File: src/rtl/adc_seq_pkg.sv
package adc_seq_pkg;

   typedef enum logic [2:0] {
      ST_RST,
      ST_IDLE,
      ST_SET,
      ST_LOW,
      ST_HIGH,
      ST_ACQ,
      ST_CONV,
      ST_BR
   } seq_state_e;

   function automatic int max2(input int a, input int b);
      return (a > b) ? a : b;
   endfunction

endpackage

File: src/rtl/adc_seq_acq.sv
module adc_seq_acq #(
   parameter int ACQ_CYC  = 200,
   parameter int WAKE_CYC = 1200000
) (
   input  logic clk,
   input  logic rst_n,
   input  logic go_i,
   input  logic wake_i,
   output logic done_o
);
   import adc_seq_pkg::*;

   localparam int NEED_MAX = max2(ACQ_CYC, WAKE_CYC);
   localparam int AW       = $clog2(NEED_MAX + 1);

   logic [AW-1:0] cnt_q;
   logic [AW-1:0] need;

   initial begin : chk_param
      assert (ACQ_CYC >= 1) else $error("ACQ_CYC must be at least 1");
      assert (WAKE_CYC >= 1) else $error("WAKE_CYC must be at least 1");
   end

   assign need   = wake_i ? AW'(NEED_MAX) : AW'(ACQ_CYC);
   assign done_o = (cnt_q >= need);

   always_ff @(posedge clk or negedge rst_n) begin
      if (!rst_n) begin
         cnt_q <= '0;
      end else if (go_i) begin
         cnt_q <= '0;
      end else if (cnt_q != AW'(NEED_MAX)) begin
         cnt_q <= cnt_q + 1'b1;
      end
   end

   // a fresh acquisition window is never already complete
   p_go_restarts_r5 : assert property (@(posedge clk) disable iff (!rst_n)
      go_i |=> !done_o);

endmodule

File: src/rtl/adc_seq_fmt.sv
module adc_seq_fmt #(
   parameter int DW         = 16,
   parameter bit OFFSET_BIN = 1'b1
) (
   input  logic [DW-1:0] raw_i,
   output logic [DW-1:0] code_o
);

   initial begin : chk_param
      assert (DW >= 2) else $error("DW must be at least 2");
   end

   generate
      if (OFFSET_BIN) begin : g_offset
         assign code_o = {~raw_i[DW-1], raw_i[DW-2:0]};
      end else begin : g_plain
         assign code_o = raw_i;
      end
   endgenerate

endmodule

File: src/rtl/adc_seq_fsm.sv
module adc_seq_fsm #(
   parameter int DW          = 16,
   parameter int RST_CYC     = 4,
   parameter int SETUP_CYC   = 6,
   parameter int HOLD_CYC    = 8,
   parameter int CSL_CYC     = 6,
   parameter int CSH_CYC     = 4,
   parameter int DO_CYC      = 8,
   parameter int BR_CYC      = 8,
   parameter int EOC_TMO_CYC = 600
) (
   input  logic          clk,
   input  logic          rst_n,
   input  logic          start_i,
   input  logic          mode_sd_i,
   input  logic          eoc_n_i,
   input  logic [DW-1:0] data_i,
   input  logic          acq_done_i,
   output logic          acq_go_o,
   output logic          wake_o,
   output logic          cs_n_o,
   output logic          rc_o,
   output logic          arst_o,
   output logic [DW-1:0] raw_o,
   output logic          raw_vld_o,
   output logic          busy_o,
   output logic          timeout_o
);
   import adc_seq_pkg::*;

   localparam int LOW_CYC    = max2(CSL_CYC, HOLD_CYC);
   localparam int RD_LOW_CYC = max2(LOW_CYC, DO_CYC + 1);
   localparam int CMAX       = max2(max2(max2(RST_CYC, SETUP_CYC), max2(RD_LOW_CYC, CSH_CYC)),
                                    max2(EOC_TMO_CYC, BR_CYC));
   localparam int CW         = $clog2(CMAX + 1);

   seq_state_e    state_q, state_d;
   logic [CW-1:0] cnt_q, cnt_d, lim;
   logic [1:0]    pidx_q, pidx_d;
   logic          sd_q, sd_d;
   logic          prev_sd_q;
   logic          rc_q, cs_n_q, arst_q, vld_q, tmo_q;
   logic [DW-1:0] raw_q;
   logic          last, capture, rd_done, tmo_hit, lvl;

   initial begin : chk_param
      assert (RST_CYC >= 1 && SETUP_CYC >= 1 && HOLD_CYC >= 1) else $error("cycle limits must be positive");
      assert (CSL_CYC >= 1 && CSH_CYC >= 1 && BR_CYC >= 1) else $error("cycle limits must be positive");
      assert (DO_CYC >= 1 && EOC_TMO_CYC >= 1) else $error("cycle limits must be positive");
   end

   // length of the phase the sequencer is in
   always_comb begin
      unique case (state_q)
         ST_RST:  lim = CW'(RST_CYC);
         ST_SET:  lim = CW'(SETUP_CYC);
         ST_LOW:  lim = (pidx_q == 2'd2) ? CW'(RD_LOW_CYC) : CW'(LOW_CYC);
         ST_HIGH: lim = CW'(CSH_CYC);
         ST_CONV: lim = CW'(EOC_TMO_CYC);
         ST_BR:   lim = CW'(BR_CYC);
         default: lim = '0;
      endcase
   end

   assign last    = (cnt_q == lim - 1'b1);
   assign capture = (state_q == ST_LOW) && (pidx_q == 2'd2) && (cnt_q == CW'(DO_CYC));
   assign rd_done = (state_q == ST_HIGH) && last && (pidx_q == 2'd2);
   assign tmo_hit = (state_q == ST_CONV) && eoc_n_i && last;

   always_comb begin
      state_d = state_q;
      pidx_d  = pidx_q;
      sd_d    = sd_q;
      unique case (state_q)
         ST_RST:  if (last) state_d = ST_BR;
         ST_IDLE: if (start_i) begin
            state_d = ST_SET;
            pidx_d  = 2'd0;
            sd_d    = mode_sd_i;
         end
         ST_SET:  if (last) state_d = ST_LOW;
         ST_LOW:  if (last) state_d = ST_HIGH;
         ST_HIGH: if (last) begin
            unique case (pidx_q)
               2'd0:    state_d = ST_ACQ;
               2'd1:    state_d = ST_CONV;
               default: state_d = ST_BR;
            endcase
         end
         ST_ACQ:  if (acq_done_i) begin
            state_d = ST_SET;
            pidx_d  = 2'd1;
         end
         ST_CONV: if (!eoc_n_i) begin
            state_d = ST_SET;
            pidx_d  = 2'd2;
         end else if (last) begin
            state_d = ST_BR;
         end
         ST_BR:   if (last) state_d = ST_IDLE;
         default: state_d = ST_IDLE;
      endcase
      cnt_d = (state_d != state_q) ? '0 : cnt_q + 1'b1;
   end

   // read/convert level for the pulse about to be set up
   assign lvl = (pidx_d == 2'd0) ? 1'b0 : (pidx_d == 2'd1) ? sd_q : 1'b1;

   always_ff @(posedge clk or negedge rst_n) begin
      if (!rst_n) begin
         state_q   <= ST_RST;
         cnt_q     <= '0;
         pidx_q    <= 2'd0;
         sd_q      <= 1'b0;
         prev_sd_q <= 1'b1;
         rc_q      <= 1'b1;
         cs_n_q    <= 1'b1;
         arst_q    <= 1'b1;
         raw_q     <= '0;
         vld_q     <= 1'b0;
         tmo_q     <= 1'b0;
      end else begin
         state_q <= state_d;
         cnt_q   <= cnt_d;
         pidx_q  <= pidx_d;
         sd_q    <= sd_d;
         if (state_d == ST_CONV && state_q != ST_CONV) prev_sd_q <= sd_q;
         if (state_d == ST_SET && state_q != ST_SET) rc_q <= lvl;
         cs_n_q  <= (state_d != ST_LOW);
         arst_q  <= (state_d == ST_RST);
         if (capture) raw_q <= data_i;
         vld_q   <= rd_done;
         tmo_q   <= tmo_hit;
      end
   end

   assign acq_go_o  = (state_q == ST_SET) && last && (pidx_q == 2'd0);
   assign wake_o    = prev_sd_q;
   assign cs_n_o    = cs_n_q;
   assign rc_o      = rc_q;
   assign arst_o    = arst_q;
   assign raw_o     = raw_q;
   assign raw_vld_o = vld_q;
   assign busy_o    = (state_q != ST_IDLE);
   assign timeout_o = tmo_q;

   // converter reset never overlaps a selected chip
   p_rst_cs_high_r1 : assert property (@(posedge clk) disable iff (!rst_n)
      arst_q |-> cs_n_q);
   // idle keeps the converter deselected and out of reset
   p_idle_quiet_r1 : assert property (@(posedge clk) disable iff (!rst_n)
      (state_q == ST_IDLE) |-> (cs_n_q && !arst_q && !vld_q));
   // read/convert never moves while chip select is low
   p_rc_hold_low_r3 : assert property (@(posedge clk) disable iff (!rst_n)
      !cs_n_q |-> $stable(rc_q));
   // the read pulse starts only once conversion has ended
   p_read_after_eoc_r7 : assert property (@(posedge clk) disable iff (!rst_n)
      ($fell(cs_n_q) && pidx_q == 2'd2) |-> !eoc_n_i);
   // valid is a single-cycle strobe
   p_vld_single_r9 : assert property (@(posedge clk) disable iff (!rst_n)
      vld_q |=> !vld_q);
   // timeout and result never coincide
   p_tmo_excl_r11 : assert property (@(posedge clk) disable iff (!rst_n)
      tmo_q |-> (!vld_q && cs_n_q));
   // latched mode is frozen while a cycle runs
   p_mode_frozen_r12 : assert property (@(posedge clk) disable iff (!rst_n)
      (state_q != ST_IDLE) |=> (sd_q == $past(sd_q)));

endmodule

File: src/rtl/adc_seq_ctrl.sv
module adc_seq_ctrl #(
   parameter int DW          = 16,
   parameter bit OFFSET_BIN  = 1'b1,
   parameter int RST_CYC     = 4,
   parameter int SETUP_CYC   = 6,
   parameter int HOLD_CYC    = 8,
   parameter int CSL_CYC     = 6,
   parameter int CSH_CYC     = 4,
   parameter int ACQ_CYC     = 200,
   parameter int WAKE_CYC    = 1200000,
   parameter int DO_CYC      = 8,
   parameter int BR_CYC      = 8,
   parameter int EOC_TMO_CYC = 600
) (
   input  logic          clk,
   input  logic          rst_n,
   input  logic          start_i,
   input  logic          mode_sd_i,
   input  logic          adc_eoc_n_i,
   input  logic [DW-1:0] adc_data_i,
   output logic          adc_cs_n_o,
   output logic          adc_rc_o,
   output logic          adc_rst_o,
   output logic [DW-1:0] result_o,
   output logic          result_vld_o,
   output logic          busy_o,
   output logic          timeout_o
);

   logic          acq_go, acq_done, wake;
   logic [DW-1:0] raw;

   adc_seq_fsm #(
      .DW(DW), .RST_CYC(RST_CYC), .SETUP_CYC(SETUP_CYC), .HOLD_CYC(HOLD_CYC),
      .CSL_CYC(CSL_CYC), .CSH_CYC(CSH_CYC), .DO_CYC(DO_CYC), .BR_CYC(BR_CYC),
      .EOC_TMO_CYC(EOC_TMO_CYC)
   ) u_fsm (
      .clk(clk), .rst_n(rst_n), .start_i(start_i), .mode_sd_i(mode_sd_i),
      .eoc_n_i(adc_eoc_n_i), .data_i(adc_data_i), .acq_done_i(acq_done),
      .acq_go_o(acq_go), .wake_o(wake), .cs_n_o(adc_cs_n_o), .rc_o(adc_rc_o),
      .arst_o(adc_rst_o), .raw_o(raw), .raw_vld_o(result_vld_o),
      .busy_o(busy_o), .timeout_o(timeout_o)
   );

   adc_seq_acq #(
      .ACQ_CYC(ACQ_CYC), .WAKE_CYC(WAKE_CYC)
   ) u_acq (
      .clk(clk), .rst_n(rst_n), .go_i(acq_go), .wake_i(wake), .done_o(acq_done)
   );

   adc_seq_fmt #(
      .DW(DW), .OFFSET_BIN(OFFSET_BIN)
   ) u_fmt (
      .raw_i(raw), .code_o(result_o)
   );

endmodule

File: config.mk
export PLATFORM = sky130hd
export DESIGN_NAME = adc_seq_ctrl
export DESIGN_NICKNAME = d
export VERILOG_FILES = /design/src/rtl/adc_seq_pkg.sv /design/src/rtl/adc_seq_acq.sv /design/src/rtl/adc_seq_fmt.sv /design/src/rtl/adc_seq_fsm.sv /design/src/rtl/adc_seq_ctrl.sv
export SDC_FILE = /design/constraint.sdc
export NUM_CORES = 1
export LEC_CHECK = 0
export BUFFER_PORTS_ARGS = -buffer_cell sky130_fd_sc_hd__buf_2
export CORE_ASPECT_RATIO = 1.5
export CORE_MARGIN = 2
export CORE_UTILIZATION = 53
export CTS_CLUSTER_DIAMETER = 30
export DETAILED_ROUTE_END_ITERATION = 12
export HOLD_SLACK_MARGIN = 0.02
export PLACE_DENSITY_LB_ADDON = 0.1
export SLEW_MARGIN = 25
export SYNTH_ARGS = -nofsm -noshare
export SYNTH_HDL_FRONTEND = slang
export SYNTH_SLANG_ARGS = --single-unit
File: constraint.sdc
create_clock -name clk -period 3.3 [get_ports clk]
set_input_delay 0.165 -clock clk [delete_from_list [all_inputs] [get_ports clk]]
set_output_delay 0.165 -clock clk [all_outputs]
set_load 0.02 [all_outputs]
# Word-level counts from Yosys, hierarchy flattened
# Index checks and enable logic that the tools add are counted.
dict set report word_totals {
  out_inout_bits 22
  ff_bits 59
  word_cells 76
}
dict set report op_classes {
  muxes 22
  addsub 3
  n_lt_le_gt_ge 1
  n_reduce_logical 17
  eq_ne 20
  bitwise_logic 1
}
# op count
set op_table {}
lappend op_table {{$mux 21} 3}
lappend op_table {{$pmux 10 s5} 1}
lappend op_table {{$mux 3} 8}
lappend op_table {{$pmux 3 s8} 1}
lappend op_table {{$add 21x1->21 const B} 1}
lappend op_table {{$ge 21x21->1} 1}
lappend op_table {{$ne 21x21->1 const B} 1}
lappend op_table {{$eq 3x3->1 const B} 5}
lappend op_table {{$add 10x1->10 const B} 1}
lappend op_table {{$eq 10x10->1} 1}
lappend op_table {{$eq 10x4->1 const B} 1}
lappend op_table {{$logic_and 1x1->1} 10}
lappend op_table {{$mux 10} 1}
lappend op_table {{$sub 10x1->10 const B} 1}
lappend op_table {{$eq 3x2->1 const B} 3}
lappend op_table {{$logic_not 3->1} 2}
lappend op_table {{$mux 2} 3}
lappend op_table {{$ne 3x2->1 const B} 2}
lappend op_table {{$pmux 2 s3} 1}
lappend op_table {{$eq 2x1->1 const B} 2}
lappend op_table {{$logic_not 2->1} 2}
lappend op_table {{$pmux 2 s2} 1}
lappend op_table {{$eq 3x1->1 const B} 1}
lappend op_table {{$mux 1} 3}
lappend op_table {{8 further kinds} 8}

# Logic depth before layout (Yosys ltp)
dict set report depth {
  ltp_word 10
  depth_mapped 16
  mapped_depth_nobuf 14
}

# By module
# A second synthesis with hierarchy kept.
dict set report unflattened {
  cells_unflattened 366
  hier_area_um2 3535.9
}
# mod area_each_um2 cells_each seq_area_each_um2 n_inst
set by_module_without_submodules {}
lappend by_module_without_submodules {adc_seq_fsm 2025.7 196 955.9 1}
lappend by_module_without_submodules {adc_seq_acq 1393.8 154 525.5 1}
lappend by_module_without_submodules {adc_seq_fmt 116.4 16 0.0 1}

# Worst setup path after synthesis
# Ideal clock, no wire load.
dict set report synth_timing {
  path_type {register to register}
  start {reg u_fsm.state_q[1]}
  end {reg u_fsm.prev_sd_q, in the netlist u_fsm.wake_o}
  path_buffers 1
  setup_ns 0.085
  stages_incl_launch_ff 15
  arrival_ns 3.322
  slack_ns -0.107
  period_less_slack_ns 3.407
  cell_sequence {dfrtp_1 > nor2b_1 > nand3_1 > ha_1 > and2_1 > ha_1 > xnor2_1 > nor3_1 > o211ai_1 > or3_1 > buf_6 > mux2_4 > and3_1 > nand4_1 > mux2_1}
}
dict set report synth_via {
  elab_chain_cells 10
  elab_cells_between_ends 24
  cone_classes {1 x add/sub; 10 x eq/ne; 10 x mux; 3 x reduce/logical}
}
# element line
set synth_rtl {}
lappend synth_rtl {{start, declared} adc_seq_fsm.sv:37} ;# seq_state_e state_q, state_d;
lappend synth_rtl {{start signal, assigned} adc_seq_fsm.sv:123} ;# state_q <= state_d;
lappend synth_rtl {{$eq 3x3->1 / $logic_not 3->1 (equally long branches)} {adc_seq_fsm.sv:54, adc_seq_fsm.sv:74}}
lappend synth_rtl {{$reduce_or 2->1 (no line)} -}
lappend synth_rtl {{$pmux 10 s5} adc_seq_fsm.sv:54} ;# unique case (state_q)
lappend synth_rtl {{$sub 10x1->10} adc_seq_fsm.sv:65} ;# assign last = (cnt_q == lim - 1'b1);
lappend synth_rtl {{$eq 10x10->1} adc_seq_fsm.sv:65}
lappend synth_rtl {{$mux 3} {adc_seq_fsm.sv:75, adc_seq_fsm.sv:97}}
lappend synth_rtl {{$mux 3} adc_seq_fsm.sv:94} ;# ST_CONV: if (!eoc_n_i) begin
lappend synth_rtl {{$pmux 3 s8} adc_seq_fsm.sv:74} ;# unique case (state_q)
lappend synth_rtl {{$eq 3x3->1} adc_seq_fsm.sv:127} ;# if (state_d == ST_CONV && state_q != ST_CONV) prev_sd_q <= sd_q;
lappend synth_rtl {{$logic_and 1x1->1 (*)} adc_seq_fsm.sv:127}
lappend synth_rtl {{end signal, assigned} adc_seq_fsm.sv:127}
lappend synth_rtl {{end, declared} adc_seq_fsm.sv:41} ;# logic prev_sd_q;
# Every way passes the cells marked *; elsewhere a longest branch is shown, timed or not.
# A chain may end at the register's enable or synchronous reset.

# Final worst setup path
dict set report layout_timing {
  start {reg u_fsm.pidx_q[0]}
  end {reg u_fsm.prev_sd_q, in the netlist u_fsm.wake_o}
}
dict set report layout_via {
  elab_chain_cells 10
  elab_cells_between_ends 17
  cone_classes {1 x add/sub; 4 x eq/ne; 10 x mux; 2 x reduce/logical}
}
# element line
set layout_rtl {}
lappend layout_rtl {{start, declared} adc_seq_fsm.sv:39} ;# logic [1:0] pidx_q, pidx_d;
lappend layout_rtl {{start signal, assigned} adc_seq_fsm.sv:125} ;# pidx_q <= pidx_d;
lappend layout_rtl {{$eq 2x2->1} adc_seq_fsm.sv:57} ;# ST_LOW: lim = (pidx_q == 2'd2) ? CW'(RD_LOW_CYC) : CW'(LOW_CYC);
lappend layout_rtl {{$mux 1} adc_seq_fsm.sv:57}
lappend layout_rtl {{$pmux 10 s5} adc_seq_fsm.sv:54}
lappend layout_rtl {{$sub 10x1->10} adc_seq_fsm.sv:65}
lappend layout_rtl {{$eq 10x10->1} adc_seq_fsm.sv:65}
lappend layout_rtl {{$mux 3} {adc_seq_fsm.sv:75, adc_seq_fsm.sv:97}}
lappend layout_rtl {{$mux 3} adc_seq_fsm.sv:94}
lappend layout_rtl {{$pmux 3 s8 (*)} adc_seq_fsm.sv:74}
lappend layout_rtl {{net u_fsm.state_d[1]} adc_seq_fsm.sv:37}
lappend layout_rtl {{$eq 3x3->1 (*)} adc_seq_fsm.sv:127}
lappend layout_rtl {{$logic_and 1x1->1 (*)} adc_seq_fsm.sv:127}
# The timed path passes the listed nets; every way through them passes the cells marked *.

==> qor.txt <==
SYNTHESIS
-------------------------------------------------------------------------------------
Fraction of registers with async set/reset                                       1.00
Number of enable-type register cells in the synthesized netlist                     0
Synth Net Count                                                                   396
Post-synthesis cell type count                                                     53
Most area-hungry cell type in the Yosys netlist                               dfrtp_1
Synthesized cell area                                                     0.00344 mm2
Gate count after technology mapping                                               360
Synth top area cells                                                     dfrtp_1, ha_1, mux2_2
Synthesized flop and latch total                                                   59
Top FF cell, synth                                                            dfrtp_1
Synth warn                                                                          0
Mean cell area of the mapped netlist                                         9.55 um2
Post-synth top area share                                                       0.400
Share of synthesized area occupied by flip-flops and latches                    0.431

DETAILED ROUTING
-------------------------------------------------------------------------------------
Antenna Violating Nets Remaining                                                    0
Count of routing violations after the opening detailed-route iteration            203
Via count                                                                       2,746
Detail-routed via count per cell                                                 5.64
Final routed wire length divided by cell count                                15.7 um
Detailed-router iteration count before antenna repair                               4
DRC violation count after routing                                                   0
Detailed Route WL                                                             7660 um

STA
-------------------------------------------------------------------------------------
Final sum of negative setup slack                                                0 ns
Fin worst setup slack                                                        0.115 ns
Setup-failing EPs final                                                             0
Period utilization                                                              0.965
Fmax                                                                          314 MHz
Max-slew headroom at the worst pin                                              0.501
Endpoints failing hold                                                              0
Max-slew violations                                                                 0
Clock Skew                                                                  0.0140 ns
Slew at the pin with the worst max-slew slack                                0.741 ns
Final critical-path required period                                           3.18 ns

CRITICAL PATH
-------------------------------------------------------------------------------------
Critical path's slowest cell                                                  dfrtp_1
Critical setup path kind                                                 register to register
Setup crit end                                                           u_fsm.wake_o
Worst reg2reg setup slack                                                     0.12 ns
Data required time at the worst endpoint                                      3.56 ns
Critical path endpoint category                                              register
Endpoint of the worst-slack reg-to-reg timing path                       u_fsm.wake_o
Critical Path Fanout Max                                                            4
R2r startpoint                                                           u_fsm.pidx_q[0]
Worst path max stage delay                                                    0.42 ns
Crit path cell chain                                                     nor2b_4 > nand3_2 > ha_2 > and2_1 > ha_1 > xnor2_1 > nor3_1 > o211ai_1 > or3_4 > buf_4 > mux2i_1 > o21a_1 > inv_1 > nand4_1 > mux2_1
Setup crit start                                                         u_fsm.pidx_q[0]
Worst endpoint data arrival time                                              3.44 ns
Category of the worst setup path launch point                                register
Number of cells on the worst reg-to-reg path                                       15

CELLS AND AREA
-------------------------------------------------------------------------------------
Area taken by multi-input logic gates                                     0.00175 mm2
Filler Cells Inserted                                                             542
Number of nets in the final layout                                                444
Count of non-filler cells in the finished layout                                  487
Diodes inserted                                                                     0
Proportion of layout cells with a drive suffix above 1                          0.276
Leading cell type in the layout, fill and taps excluded                       dfrtp_1
Sequential cell area                                                      0.00148 mm2
Layout-stage area growth over the synthesis result                              15.9%
Highest-count cells in the layout ignoring fill and taps                 dfrtp_1, nor2_1, buf_2

GRT
-------------------------------------------------------------------------------------
Number of global-route vias before repair                                       2,730
Overall global routing resource usage                                           0.228
Largest net degree at the start of global routing                                  45
GRT Residual Overflow                                                               0
Number of antenna violations at the first check in global routing                   0
Global-route wire length before repair                                      12,700 um

CTS
-------------------------------------------------------------------------------------
TritonCTS clock tree                                                             done
Clock sinks                                                                        59
Clock tree root buffer cell                                                  clkbuf_8
Count of H-tree levels built during CTS                                             3
Worst-Skew Late Latency                                                       0.34 ns
Cts bufs inserted                                                                   9
Max clock buf depth                                                                 2
Register clock-pin slew on the reported worst setup and hold paths            0.08 ns

DIE
-------------------------------------------------------------------------------------
Starting density of the core                                                    0.553
Vertical die dimension                                                         103 um
Placement Rows                                                                     35
Total die area                                                            0.00716 mm2
Core area                                                                 0.00622 mm2
DIE WIDTH                                                                     69.8 um
Num ports                                                                          43

PWR
-------------------------------------------------------------------------------------
Proportion of total power due to net switching                                  0.395
Worst VDD drop                                                               0.467 mV
Leakage power summed over all cells                                        0.00193 uW
Sequential fraction of design power                                             0.326
Power density of the placed cells                                          786 mW/mm2
Clock Power Share                                                               0.211
Internal power                                                                1890 uW
Logic pwr share                                                                 0.464
Net switching component of the power                                          1240 uW

MIN PATH
-------------------------------------------------------------------------------------
Class of the tightest hold or removal check                              input port to register

OUTCOME
-------------------------------------------------------------------------------------
Outcome                                                                  complete, no violations

PLACEMENT
-------------------------------------------------------------------------------------
Number of port buffers                                                             42
Half-perimeter wire length after detailed placement                           5590 um
Minimum setup slack after placement                                         0.0457 ns
GPL Wtd Cong                                                                    0.931
Total placed cells including tap cells                                            469

RUN
-------------------------------------------------------------------------------------
Max Cap Viol                                                                        0

## synthesized netlist by cell type (all sizes together) (2+ instances only)
cell	n
o211ai	3
nor2b	3
ha	15
nand4	6
o2111ai	2
and2	3
mux2	18
a31oi	4
nor2	45
a211o	2
nand3	16
mux2i	4
xnor2	13
and3	5
a21oi	13
buf	21
inv	17
xor2	16
o21a	4
nor3	10
nand4b	2
o21ai	11
clkbuf	8
dfrtp	55
nor4	8
nand2	28
dfstp	4
a221oi	2
or2	2
or3	5
## critical path: cells and delay by family (launching register included)
| kind | cells | cell delay, ns |
|---|---|---|
| buf+inv | 2 | 0.24 |
| fa+ha+maj | 2 | 0.49 |
| compound gates | 2 | 0.34 |
| xor+xnor | 1 | 0.14 |
| flops | 1 | 0.42 |
| simple gates | 6 | 1.04 |
| mux | 2 | 0.43 |
## how the worst min path moves through the flow
stage,from,endpoint,depth (start not counted)
2_1_floorplan,rst_n,u_acq.cnt_q[0],0
3_3_place_gp,rst_n,u_fsm.cnt_q[5],1
3_5_place_dp,rst_n,u_fsm.cnt_q[5],1
4_1_cts,adc_data_i[15],u_fsm.raw_o[15],3
5_1_grt,adc_data_i[1],u_fsm.raw_o[1],2
6_report,adc_data_i[15],u_fsm.raw_o[15],3
## logic make-up (layout without fill, tap and decap cells)
| family | count (synthesis) | in the layout | share of synthesized area |
|---|---|---|---|
| AO/OA/AOI/OAI | 49 | 49 | 0.0939 |
| XOR/XNOR | 29 | 29 | 0.0739 |
| adder cells (fa/ha/maj) | 15 | 15 | 0.0546 |
| buffers and inverters | 46 | 99 | 0.0735 |
| flip-flops | 59 | 59 | 0.431 |
| multiplexers | 22 | 22 | 0.0717 |
| AND/OR/NAND/NOR | 140 | 140 | 0.201 |
## power groups by stage
stage | registers (uW) | logic [uW] | clock network, uW
final | 1020 | 1450 | 660
after global routing | 1040 | 1580 | 704
after CTS | 1010 | 1420 | 675
after detailed placement | 1020 | 1400 | 0
after global placement | 1020 | 1390 | 0
after floorplan | 1020 | 987 | 0
## metal layers
metal,routed length [um],vias up,track usage
li1,-,1338,-
met1,3070,1329,0.265
met2,4120,63,0.405
met3,251,16,0.0420
met4,220,0,0.121
met5,0,-,0
## registers in the layout, indices dropped and copies added (netlist names)
register / flops
u_fsm.raw_o: 16
u_fsm.timeout_o: 1
u_fsm.sd_q: 1
u_fsm.wake_o: 1
u_fsm.rc_o: 1
u_fsm.raw_vld_o: 1
u_fsm.cnt_q: 10
u_fsm.pidx_q: 2
u_fsm.cs_n_o: 1
u_fsm.arst_o: 1
u_fsm.state_q: 3
u_acq.cnt_q: 21
## timing repair
item | 4_1_cts | 5_1_grt
buffers inserted | 0 | 1
hold endpoints to repair | 22 | 0
hold buffers | 1 | 0
gates resized for setup | 0 | 4
endpoints found under the setup margin | 0 | 11
## area by class of cell
class                      count  share of cell area
clock buffer                   9              0.0311
clock inverter                 7              0.0192
inverter                      17              0.0160
multi-input combinational    255               0.438
sequential                    59               0.372
tap                           74              0.0232
timing repair buffer          66               0.100
## metrics by stage
stage | cell area (um2) | power [uW] | hold WS, ns | util
2_1_floorplan | 3450 | 2000 | -0.131 | -
3_3_place_gp | 3740 | 2410 | 0.368 | 0.602
3_5_place_dp | 3740 | 2430 | 0.393 | 0.602
4_1_cts | 3950 | 3100 | 0.0348 | 0.636
5_1_grt | 3980 | 3330 | 0.0392 | 0.640
6_report | 3980 | 3130 | 0.0427 | 0.640
No activity file was read; power rests on OpenSTA's default activity.
